[config.mk]
export PLATFORM = sky130hd
export DESIGN_NAME = hbus_slave
export DESIGN_NICKNAME = d
export VERILOG_FILES = /design/src/rtl/hbus_pkg.sv /design/src/rtl/hbus_sync.sv /design/src/rtl/hbus_ctrl.sv /design/src/rtl/hbus_regs.sv /design/src/rtl/hbus_slave.sv
export SDC_FILE = /design/constraint.sdc
export NUM_CORES = 1
export LEC_CHECK = 0
export CAP_MARGIN = 40
export CORE_MARGIN = 1
export CORE_UTILIZATION = 45
export CTS_CLUSTER_SIZE = 40
export DETAILED_ROUTE_END_ITERATION = 12
export GPL_TIMING_DRIVEN = 0
export PLACE_DENSITY_LB_ADDON = 0.3
export SETUP_SLACK_MARGIN = 0.15
export SYNTH_ARGS = -nofsm -noshare
export SYNTH_HDL_FRONTEND = slang
export SYNTH_SLANG_ARGS = --single-unit
[constraint.sdc]
create_clock -name clk -period 2.13 [get_ports clk]
set_input_delay 0.3195 -clock clk [delete_from_list [all_inputs] [get_ports clk]]
set_output_delay 0.3195 -clock clk [all_outputs]
set_load 0.05 [all_outputs]
[src/rtl/hbus_pkg.sv]
// Shared widths and mode encoding for the host register bus slave.
package hbus_pkg;
    localparam int HB_ADDR_W = 7;
    localparam int HB_DATA_W = 8;

    typedef enum logic {
        BUS_STROBE     = 1'b0,
        BUS_ADDRSTROBE = 1'b1
    } bus_mode_e;
endpackage

[src/rtl/hbus_sync.sv]
// Two-flop synchroniser for a vector of asynchronous host inputs.
// Assumes each bit is sampled independently; multi-bit values must be held
// stable by the host around the edges that qualify them.
module hbus_sync #(
    parameter int   W       = 1,
    parameter logic RST_VAL = 1'b0
) (
    input  logic         clk,
    input  logic         rst_n,
    input  logic [W-1:0] async_i,
    output logic [W-1:0] sync_o
);
    genvar b;
    generate
        for (b = 0; b < W; b++) begin : g_bit
            logic meta_q;
            logic stab_q;
            // two-stage capture of one asynchronous bit
            always_ff @(posedge clk) begin
                if (!rst_n) begin
                    meta_q <= RST_VAL;
                    stab_q <= RST_VAL;
                end else begin
                    meta_q <= async_i[b];
                    stab_q <= meta_q;
                end
            end
            assign sync_o[b] = stab_q;
        end
    endgenerate
endmodule

[src/rtl/hbus_ctrl.sv]
// Bus cycle controller: detects edges on the synchronised host controls,
// latches the address, tracks one access at a time, times the acknowledge
// and issues single-cycle read and write pulses. Assumes mode_i is static
// and ACK_DELAY >= 2.
module hbus_ctrl
    import hbus_pkg::*;
#(
    parameter int ADDR_W    = HB_ADDR_W,
    parameter int ACK_DELAY = 2
) (
    input  logic              clk,
    input  logic              rst_n,
    input  logic              mode_i,
    input  logic              cs_s,
    input  logic              ale_s,
    input  logic              rd_s,
    input  logic              wr_s,
    input  logic [ADDR_W-1:0] addr_s,
    output logic [ADDR_W-1:0] addr_q,
    output logic              wr_stb,
    output logic              rd_stb,
    output logic              ack,
    output logic              oe
);
    localparam int CNT_W = $clog2(ACK_DELAY + 1);

    logic             ale_d, rd_d, wr_d;
    logic             busy, is_wr;
    logic [CNT_W-1:0] cnt;
    logic             as_mode;
    logic             ale_fall, ale_rise, rd_fall, rd_rise, wr_fall, wr_rise;
    logic             start, start_wr, end_ok, abort;

    assign as_mode  = (bus_mode_e'(mode_i) == BUS_ADDRSTROBE);
    assign ale_fall = ale_d & ~ale_s;
    assign ale_rise = ~ale_d & ale_s;
    assign rd_fall  = rd_d & ~rd_s;
    assign rd_rise  = ~rd_d & rd_s;
    assign wr_fall  = wr_d & ~wr_s;
    assign wr_rise  = ~wr_d & wr_s;

    // start, direction, completion and abandonment of an access
    always_comb begin
        start    = ~busy & ~cs_s & (as_mode ? rd_fall : (rd_fall | wr_fall));
        start_wr = as_mode ? ~wr_s : wr_fall;
        end_ok   = busy & ~cs_s &
                   (as_mode ? rd_rise : (is_wr ? wr_rise : rd_rise));
        abort    = busy & cs_s;
    end

    assign wr_stb = end_ok & is_wr;
    assign rd_stb = start & ~start_wr;
    assign ack    = busy & (cnt == '0);
    assign oe     = busy & ~is_wr;

    // previous synchronised levels for edge detection
    always_ff @(posedge clk) begin
        if (!rst_n) begin
            ale_d <= 1'b1;
            rd_d  <= 1'b1;
            wr_d  <= 1'b1;
        end else begin
            ale_d <= ale_s;
            rd_d  <= rd_s;
            wr_d  <= wr_s;
        end
    end

    // address latch on the mode-dependent edge of the shared latch pin
    always_ff @(posedge clk) begin
        if (!rst_n) begin
            addr_q <= '0;
        end else if (~cs_s & (as_mode ? ale_rise : ale_fall)) begin
            addr_q <= addr_s;
        end
    end

    // access tracking and acknowledge delay counter
    always_ff @(posedge clk) begin
        if (!rst_n) begin
            busy  <= 1'b0;
            is_wr <= 1'b0;
            cnt   <= '0;
        end else if (start) begin
            busy  <= 1'b1;
            is_wr <= start_wr;
            cnt   <= CNT_W'(ACK_DELAY - 1);
        end else if (end_ok | abort) begin
            busy  <= 1'b0;
        end else if (busy && cnt != '0) begin
            cnt   <= cnt - CNT_W'(1);
        end
    end

    // the acknowledge never appears in the first cycle of an access
    assert_ack_not_early_R7: assert property (@(posedge clk) disable iff (!rst_n)
        start |=> !ack);
    // releasing chip select drops the acknowledge one clock later
    assert_ack_release_R7: assert property (@(posedge clk) disable iff (!rst_n)
        (busy && cs_s) |=> !ack);
    // with chip select high an idle controller stays idle
    assert_cs_gate_R4: assert property (@(posedge clk) disable iff (!rst_n)
        (cs_s && !busy) |=> !busy);
    // a write pulse lasts exactly one clock
    assert_wr_single_R5: assert property (@(posedge clk) disable iff (!rst_n)
        wr_stb |=> !wr_stb);
    // a read pulse lasts exactly one clock
    assert_rd_single_R8: assert property (@(posedge clk) disable iff (!rst_n)
        rd_stb |=> !rd_stb);
endmodule

[src/rtl/hbus_regs.sv]
// Internal register bank: NUM_REGS byte registers, written by a single-cycle
// pulse, read into a holding register on a single-cycle read pulse.
// Assumes NUM_REGS <= 2**ADDR_W; higher addresses match no register.
module hbus_regs
    import hbus_pkg::*;
#(
    parameter int ADDR_W   = HB_ADDR_W,
    parameter int DATA_W   = HB_DATA_W,
    parameter int NUM_REGS = 16
) (
    input  logic              clk,
    input  logic              rst_n,
    input  logic [ADDR_W-1:0] addr,
    input  logic              wr_en,
    input  logic              rd_en,
    input  logic [DATA_W-1:0] wdata,
    output logic [DATA_W-1:0] rdata
);
    logic [NUM_REGS-1:0][DATA_W-1:0] mem;
    logic [DATA_W-1:0]               rd_val;

    genvar i;
    generate
        for (i = 0; i < NUM_REGS; i++) begin : g_reg
            // one register, loaded when the write pulse names it
            always_ff @(posedge clk) begin
                if (!rst_n) begin
                    mem[i] <= '0;
                end else if (wr_en && addr == ADDR_W'(i)) begin
                    mem[i] <= wdata;
                end
            end
        end
    endgenerate

    // read multiplexer; an address with no register yields zero
    always_comb begin
        rd_val = '0;
        for (int k = 0; k < NUM_REGS; k++) begin
            if (addr == ADDR_W'(k)) rd_val = mem[k];
        end
    end

    // hold the read value for the whole read cycle
    always_ff @(posedge clk) begin
        if (!rst_n) begin
            rdata <= '0;
        end else if (rd_en) begin
            rdata <= rd_val;
        end
    end

    // without a write pulse the bank keeps its contents
    assert_bank_hold_R4: assert property (@(posedge clk) disable iff (!rst_n)
        !wr_en |=> $stable(mem));
    // a write above the implemented range changes nothing
    assert_oor_ignored_R9: assert property (@(posedge clk) disable iff (!rst_n)
        (wr_en && int'(addr) >= NUM_REGS) |=> $stable(mem));
endmodule

[src/rtl/hbus_slave.sv]
// Top of the dual-mode host register bus slave. Synchronises the host pins,
// runs the cycle controller and the register bank. The data bus is presented
// as separate input, output and enable for the pad ring. Assumes mode_i is
// static while the host is active.
module hbus_slave
    import hbus_pkg::*;
#(
    parameter int NUM_REGS  = 16,
    parameter int ACK_DELAY = 2
) (
    input  logic                 clk,
    input  logic                 rst_n,
    input  logic                 mode_i,
    input  logic                 cs_n,
    input  logic                 ale_as,
    input  logic                 rd_ds_n,
    input  logic                 wr_rw,
    input  logic [HB_ADDR_W-1:0] addr_i,
    input  logic [HB_DATA_W-1:0] d_in,
    output logic [HB_DATA_W-1:0] d_out,
    output logic                 d_oe,
    output logic                 ack
);
    localparam int BUS_W = HB_ADDR_W + HB_DATA_W;

    logic [3:0]           ctl_s;
    logic [BUS_W-1:0]     bus_s;
    logic [HB_ADDR_W-1:0] addr_q;
    logic                 wr_pulse, rd_pulse;

    hbus_sync #(.W(4), .RST_VAL(1'b1)) u_sync_ctl (
        .clk     (clk),
        .rst_n   (rst_n),
        .async_i ({cs_n, ale_as, rd_ds_n, wr_rw}),
        .sync_o  (ctl_s)
    );

    hbus_sync #(.W(BUS_W), .RST_VAL(1'b0)) u_sync_bus (
        .clk     (clk),
        .rst_n   (rst_n),
        .async_i ({addr_i, d_in}),
        .sync_o  (bus_s)
    );

    hbus_ctrl #(.ADDR_W(HB_ADDR_W), .ACK_DELAY(ACK_DELAY)) u_ctrl (
        .clk    (clk),
        .rst_n  (rst_n),
        .mode_i (mode_i),
        .cs_s   (ctl_s[3]),
        .ale_s  (ctl_s[2]),
        .rd_s   (ctl_s[1]),
        .wr_s   (ctl_s[0]),
        .addr_s (bus_s[BUS_W-1:HB_DATA_W]),
        .addr_q (addr_q),
        .wr_stb (wr_pulse),
        .rd_stb (rd_pulse),
        .ack    (ack),
        .oe     (d_oe)
    );

    hbus_regs #(.ADDR_W(HB_ADDR_W), .DATA_W(HB_DATA_W), .NUM_REGS(NUM_REGS)) u_regs (
        .clk   (clk),
        .rst_n (rst_n),
        .addr  (addr_q),
        .wr_en (wr_pulse),
        .rd_en (rd_pulse),
        .wdata (bus_s[HB_DATA_W-1:0]),
        .rdata (d_out)
    );

    // the bus is only turned around by a read pulse
    assert_oe_from_read_R8: assert property (@(posedge clk) disable iff (!rst_n)
        $rose(d_oe) |-> $past(rd_pulse));
    // a write commit never happens while the bus is driven
    assert_no_drive_on_write_R8: assert property (@(posedge clk) disable iff (!rst_n)
        wr_pulse |-> !d_oe);
endmodule

# == Word level (Yosys, flattened, before mapping) ==
# Cells that the tools add are included.
# totals
reg_bits,188
inputBits,22
output_inout_bits,10
wordCells,161
# op_classes
n_addsub,1
eq_ne,16
muxes,26
bitwise_logic,30
n_reduce_logical,25
# op_table
operator,n
$mux 8,16
$eq 7x4->1 const B,8
$eq 7x3->1 const B,4
$logic_and 1x1->1,17
$and 1x1->1,16
$eq 7x2->1 const B,2
$not 1->1,12
$mux 1,10
$eq 7x1->1 const B,1
$logic_not 7->1,1
$reduce_bool 2->1,3
$reduce_and 2->1,2
$logic_not 2->1,1
$ne 2x1->1 const B,1
$or 1x1->1,2
$reduce_or 2->1,1
$sub 2x1->2 const B,1

# == Longest topological paths before layout ==
# logic_depth
word_depth,17
ltp_mapped,9
ltp_nobuf,6

# == Hierarchy ==
# From an unflattened synthesis, not the netlist that was laid out.
# unflattened
cells_unflattened,931
area_unflattened_um2,8764.7
# by_module_without_submodules
mod,instances,cells_per_inst,area_per_inst_um2,seq_area_each_um2
hbus_regs,1,760,6957.9,2722.6
hbus_sync (u_sync_bus),1,78,924.6,600.6
hbus_ctrl,1,73,641.9,280.3
hbus_sync (u_sync_ctl),1,20,240.2,160.2

# == Least setup slack after synthesis ==
# OpenSTA, ideal clock, no wires.
# synth_path
path_kind,register to register
startpoint,register u_ctrl.addr_q[3]
endpoint,register u_regs.mem[10] in the netlist's numbering
setup_ns,0.128
t_arrival_ns,1.791
t_required_ns,2.002
path_slack_ns,0.212
path_stages_with_launch,9
n_path_buf,2
period_less_slack_ns,1.918
path_cell_list,dfxtp_1 buf_6 or4_4 buf_6 nor2_8 nand3_4 nor2_8 mux2i_1 nor2_1
# synth_between
elab_chain_cells,2
# synth_lines
element,line,source
"start, declared",hbus_ctrl.sv:19,"output logic [ADDR_W-1:0] addr_q,"
"start signal, assigned",hbus_ctrl.sv:74,addr_q <= addr_s;
$eq 7x1->1,hbus_regs.sv:29,end else if (wr_en && addr == ADDR_W'(i)) begin
$logic_and 1x1->1,hbus_regs.sv:29,
"end signal, assigned by index",hbus_regs.sv:30,mem[i] <= wdata;
"end, declared",hbus_regs.sv:19,logic [NUM_REGS-1:0][DATA_W-1:0] mem;
# No other way between the ends.
# A chain may end at the register's enable or synchronous reset.

# == Final worst setup path ==
# layout_path
startpoint,register u_ctrl.addr_q[6]
endpoint,register u_regs.rdata[2]
# layout_between
elab_chain_cells,17
word_cells_on_any_way,32
cone_classes,eq/ne: 15; mux: 16; reduce/logical: 1
# layout_lines
element,line,source
$logic_not 7->1,hbus_regs.sv:40,if (addr == ADDR_W'(k)) rd_val = mem[k];
$mux 8 (15 in a row),hbus_regs.sv:40,
$mux 8 *,hbus_regs.sv:40,
"end signal, assigned",hbus_regs.sv:49,rdata <= rd_val;
"end, declared",hbus_regs.sv:17,output logic [DATA_W-1:0] rdata
# Every way passes the cells marked *; elsewhere a longest branch is shown, timed or not.

==> impl_metrics.py <==
metrics = {
    "sta": {
        "timing.hold.ws_ns": 0.4125,
        "fmax_mhz": 487.0,
        "finalCriticalPeriod_ns": 2.053,
        "rsz0062_at_grt": "yes",
        "hold_violations": 0,
        "finClkSkew_ns": 0.01429,
        "final-max-slew-violation-count": 0,
        "fin_crit_sh": 0.9641,
        "timing.slew.headroom": 0.5039,
        "finalSetupViolations": 0,
        "worst_pin_slew_ns": 0.7414,
    },
    "hold_path": {
        "hp-class": "register to register",
        "hp-start": "u_sync_ctl.g_bit[2].meta_q",
        "hold_end": "u_sync_ctl.g_bit[2].stab_q",
        "whs_path_depth": 1,
    },
    "place": {
        "dp_cells": 1099,
        "io_buffer_count": 31,
        "dpl-instance-area_um2": 8758,
        "gp_congestion": 0.9427,
        "hpwl_um": 16080,
    },
    "global_routing": {
        "grt-ovfl-total": 0,
        "grtUsageTotal": 0.2741,
        "grt_pass1_vias": 6442,
        "grt_max_degree": 17,
        "antenna_found_initial": 1,
        "grt_pass1_wl_um": 37230,
    },
    "pwr": {
        "p_leak_nw": 3.653,
        "seqPwrFrac": 0.513,
        "total_power_mw": 6.964,
        "pwr-share-comb": 0.031,
        "powerDensity_nw_per_um2": 687.7,
        "clkPwrFrac": 0.455,
        "power_switching_mw": 1.573,
        "vdd_drop_max_v": 0.0008061,
        "swShare": 0.2258,
        "p_int_mw": 5.391,
    },
    "yosys": {
        "synthCells": 840,
        "ys_seq_area_frac": 0.4627,
        "yosys_warnings": 0,
        "async_flop_share": 0,
        "ys_ff_latch": 188,
        "syn_area_um2": 8134,
        "synth_nets": 863,
        "yosysUniqueCellTypes": 66,
        "ys.flop_type": "dfxtp_1",
        "synth_edf_count": 0,
        "avgSynthCellArea_um2": 9.683,
    },
    "layout": {
        "syn_to_final_growth_pct": 24.50,
        "finalNonFillerCells": 1166,
        "antenna_cells": 0,
        "drive_gt1_frac": 0.1923,
        "mostFrequentLayoutCell": "dfxtp_1",
        "final_cell_mix": "181 x dfxtp_1, 156 x nor2_1, 138 x mux2i_1, 37 x a21oi_1, 33 x and2_1",
        "fillers": 1451,
        "design_area_um2": 10130,
        "final_util": 0.5795,
        "final_net_count": 951,
    },
    "clocking": {
        "cts_buffer_depth": 2,
        "root_buffer": "clkbuf_16",
        "cts_tree": "built",
        "path_clk_slew_ns": 0.07,
        "numCtsBuffers": 17,
        "clock_latency_ns": 0.44,
        "cts.sinks": 188,
        "htree_levels": 4,
    },
    "setup_path": {
        "worstReg2RegEnd": "u_regs.rdata[2]",
        "crit_path_end_kind": "register",
        "crit_required_ns": 2.50,
        "crit_chain": "or4_4, buf_8, buf_4, o32a_1, o31ai_2, o211ai_1, a21oi_1",
        "rr_worst_depth": 7,
        "worstPathMaxFanout": 7,
        "r2r-start": "u_ctrl.addr_q[6]",
        "start_kind": "register",
        "crit_arrival_ns": 2.42,
        "critPathMaxStageDelay_ns": 0.54,
        "crit_type": "register to register",
        "ff2ff_setup_slack_ns": 0.08,
        "slowest_stage": "or4_4",
    },
    "drt": {
        "top_layer_used": "met5",
        "dr_total_vias": 6848,
        "vias_per_cell": 5.873,
        "firstDrtPassIters": 8,
        "drt-met1-wl_um": 10310,
        "dr_wl_met3_um": 2496,
        "postRouteAntennaNets": 0,
        "dr_wl_met2_um": 11050,
        "first_iter_violations": 839,
        "drc": 0,
        "drt_wl_total_um": 24790,
        "wl_per_cell_um": 21.26,
    },
    "die": {
        "num_rows": 48,
        "die_y_um": 136.4,
        "core_area_um2": 17480,
        "die_w_um": 136.4,
        "die_area_um2": 18620,
        "io_pins": 32,
        "start_util": 0.4654,
    },
    "run": {
        "max-cap-violations": 0,
    },
    "status": {
        "outcome": "completed",
    },
}
## worst max-delay path by stage
stage	start	to	slack, ns	cells after the start
2_1_floorplan	u_ctrl.addr_q[3]	u_regs.mem[10]	0.21	8
3_3_place_gp	u_ctrl.addr_q[1]	u_regs.rdata[3]	-0.60	7
3_5_place_dp	u_ctrl.addr_q[1]	u_regs.rdata[3]	-0.66	7
4_1_cts	u_ctrl.addr_q[4]	u_regs.mem[126]	0.06	7
5_1_grt	u_ctrl.addr_q[6]	u_regs.rdata[2]	0.0007	7
6_report	u_ctrl.addr_q[6]	u_regs.rdata[2]	0.08	7
## cell usage after synthesis, drive strengths merged (7+ instances only)
master | instances | area share
dfxtp | 188 | 0.46
nor2 | 173 | 0.098
mux2i | 141 | 0.17
clkbuf | 39 | 0.018
a21oi | 38 | 0.023
and2 | 33 | 0.025
o21ai | 33 | 0.022
nand2 | 21 | 0.010
nand2b | 21 | 0.016
buf | 17 | 0.012
nor3 | 12 | 0.013
o22ai | 11 | 0.0085
inv | 10 | 0.0046
nand3 | 10 | 0.0095
mux2 | 9 | 0.012
a31oi | 7 | 0.0054
## repair_timing
| item | in CTS | in global routing |
|---|---|---|
| hold buffers | 0 | 0 |
| buffers inserted | 28 | 9 |
| endpoints found under the setup margin | 139 | 127 |
| pin swaps | 19 | 20 |
| gates cloned | 0 | 0 |
| gates resized for setup | 60 | 60 |
## logic make-up (layout without fill, tap and decap cells)
group,Yosys count,in the layout,synth area share
adder cells (fa/ha/maj),1,1,0.001538
buffers and inverters,67,168,0.03553
multiplexers,154,154,0.1970
XOR/XNOR,1,1,0.001077
AO/OA/AOI/OAI,129,129,0.1003
AND/OR/NAND/NOR,300,300,0.2018
flip-flops,188,188,0.4627
## area by class of cell
class                           instances  area, um2  share of cell area
Sequential cell                       188       3780              0.3732
Clock buffer                           19      442.9             0.04374
Clock inverter                         13      137.6             0.01359
Multi-Input combinational cell        585       4317              0.4262
Timing Repair Buffer                   71      783.3             0.07734
Inverter                               11      41.29            0.004077
Tap cell                              225      281.5             0.02780
Buffer                                 54      344.1             0.03398
## critical path, delay by kind of cell (launching register included)
| kind | cells | cell delay (ns) |
|---|---|---|
| flops | 1 | 0.37 |
| simple gates | 1 | 0.54 |
| buf+inv | 2 | 0.32 |
| compound gates | 4 | 0.75 |
## stage by stage
stage / TNS [ns] / worst slack [ns]
2_1_floorplan: 0 / 0.2119
3_3_place_gp: -39.95 / -0.5999
3_5_place_dp: -43.90 / -0.6578
4_1_cts: 0 / 0.05734
5_1_grt: 0 / 0.0007134
6_report: 0 / 0.07654
## power by group through the flow
stage	combinational, mW	sequential (mW)	clock (mW)
after global placement	0.204	3.66	0
after global routing	0.233	3.58	3.36
final	0.218	3.57	3.17
after detailed placement	0.206	3.66	0
after floorplan	0.105	3.65	0
after CTS	0.210	3.58	3.19
## registers in the layout (all words and copies together) (netlist names)
name and count:
u_ctrl.addr_q 7, u_sync_bus.g_bit.meta_q 15, u_sync_bus.g_bit.stab_q 15, u_ctrl.is_wr 1
u_ctrl.cnt 2, u_ctrl.rd_d 1, u_ctrl.wr_d 1, u_ctrl.busy 1
u_sync_ctl.g_bit.stab_q 4, u_sync_ctl.g_bit.meta_q 4, u_regs.rdata 8, u_ctrl.ale_d 1
u_regs.mem 128
## routing by layer
layer / global-route usage / up-vias
met2: 0.4129 / 420
li1: - / 3108
met3: 0.07047 / 92
met4: 0.1278 / 2
met5: 0 / -
met1: 0.3651 / 3226
No activity file was read; power rests on OpenSTA's default activity.
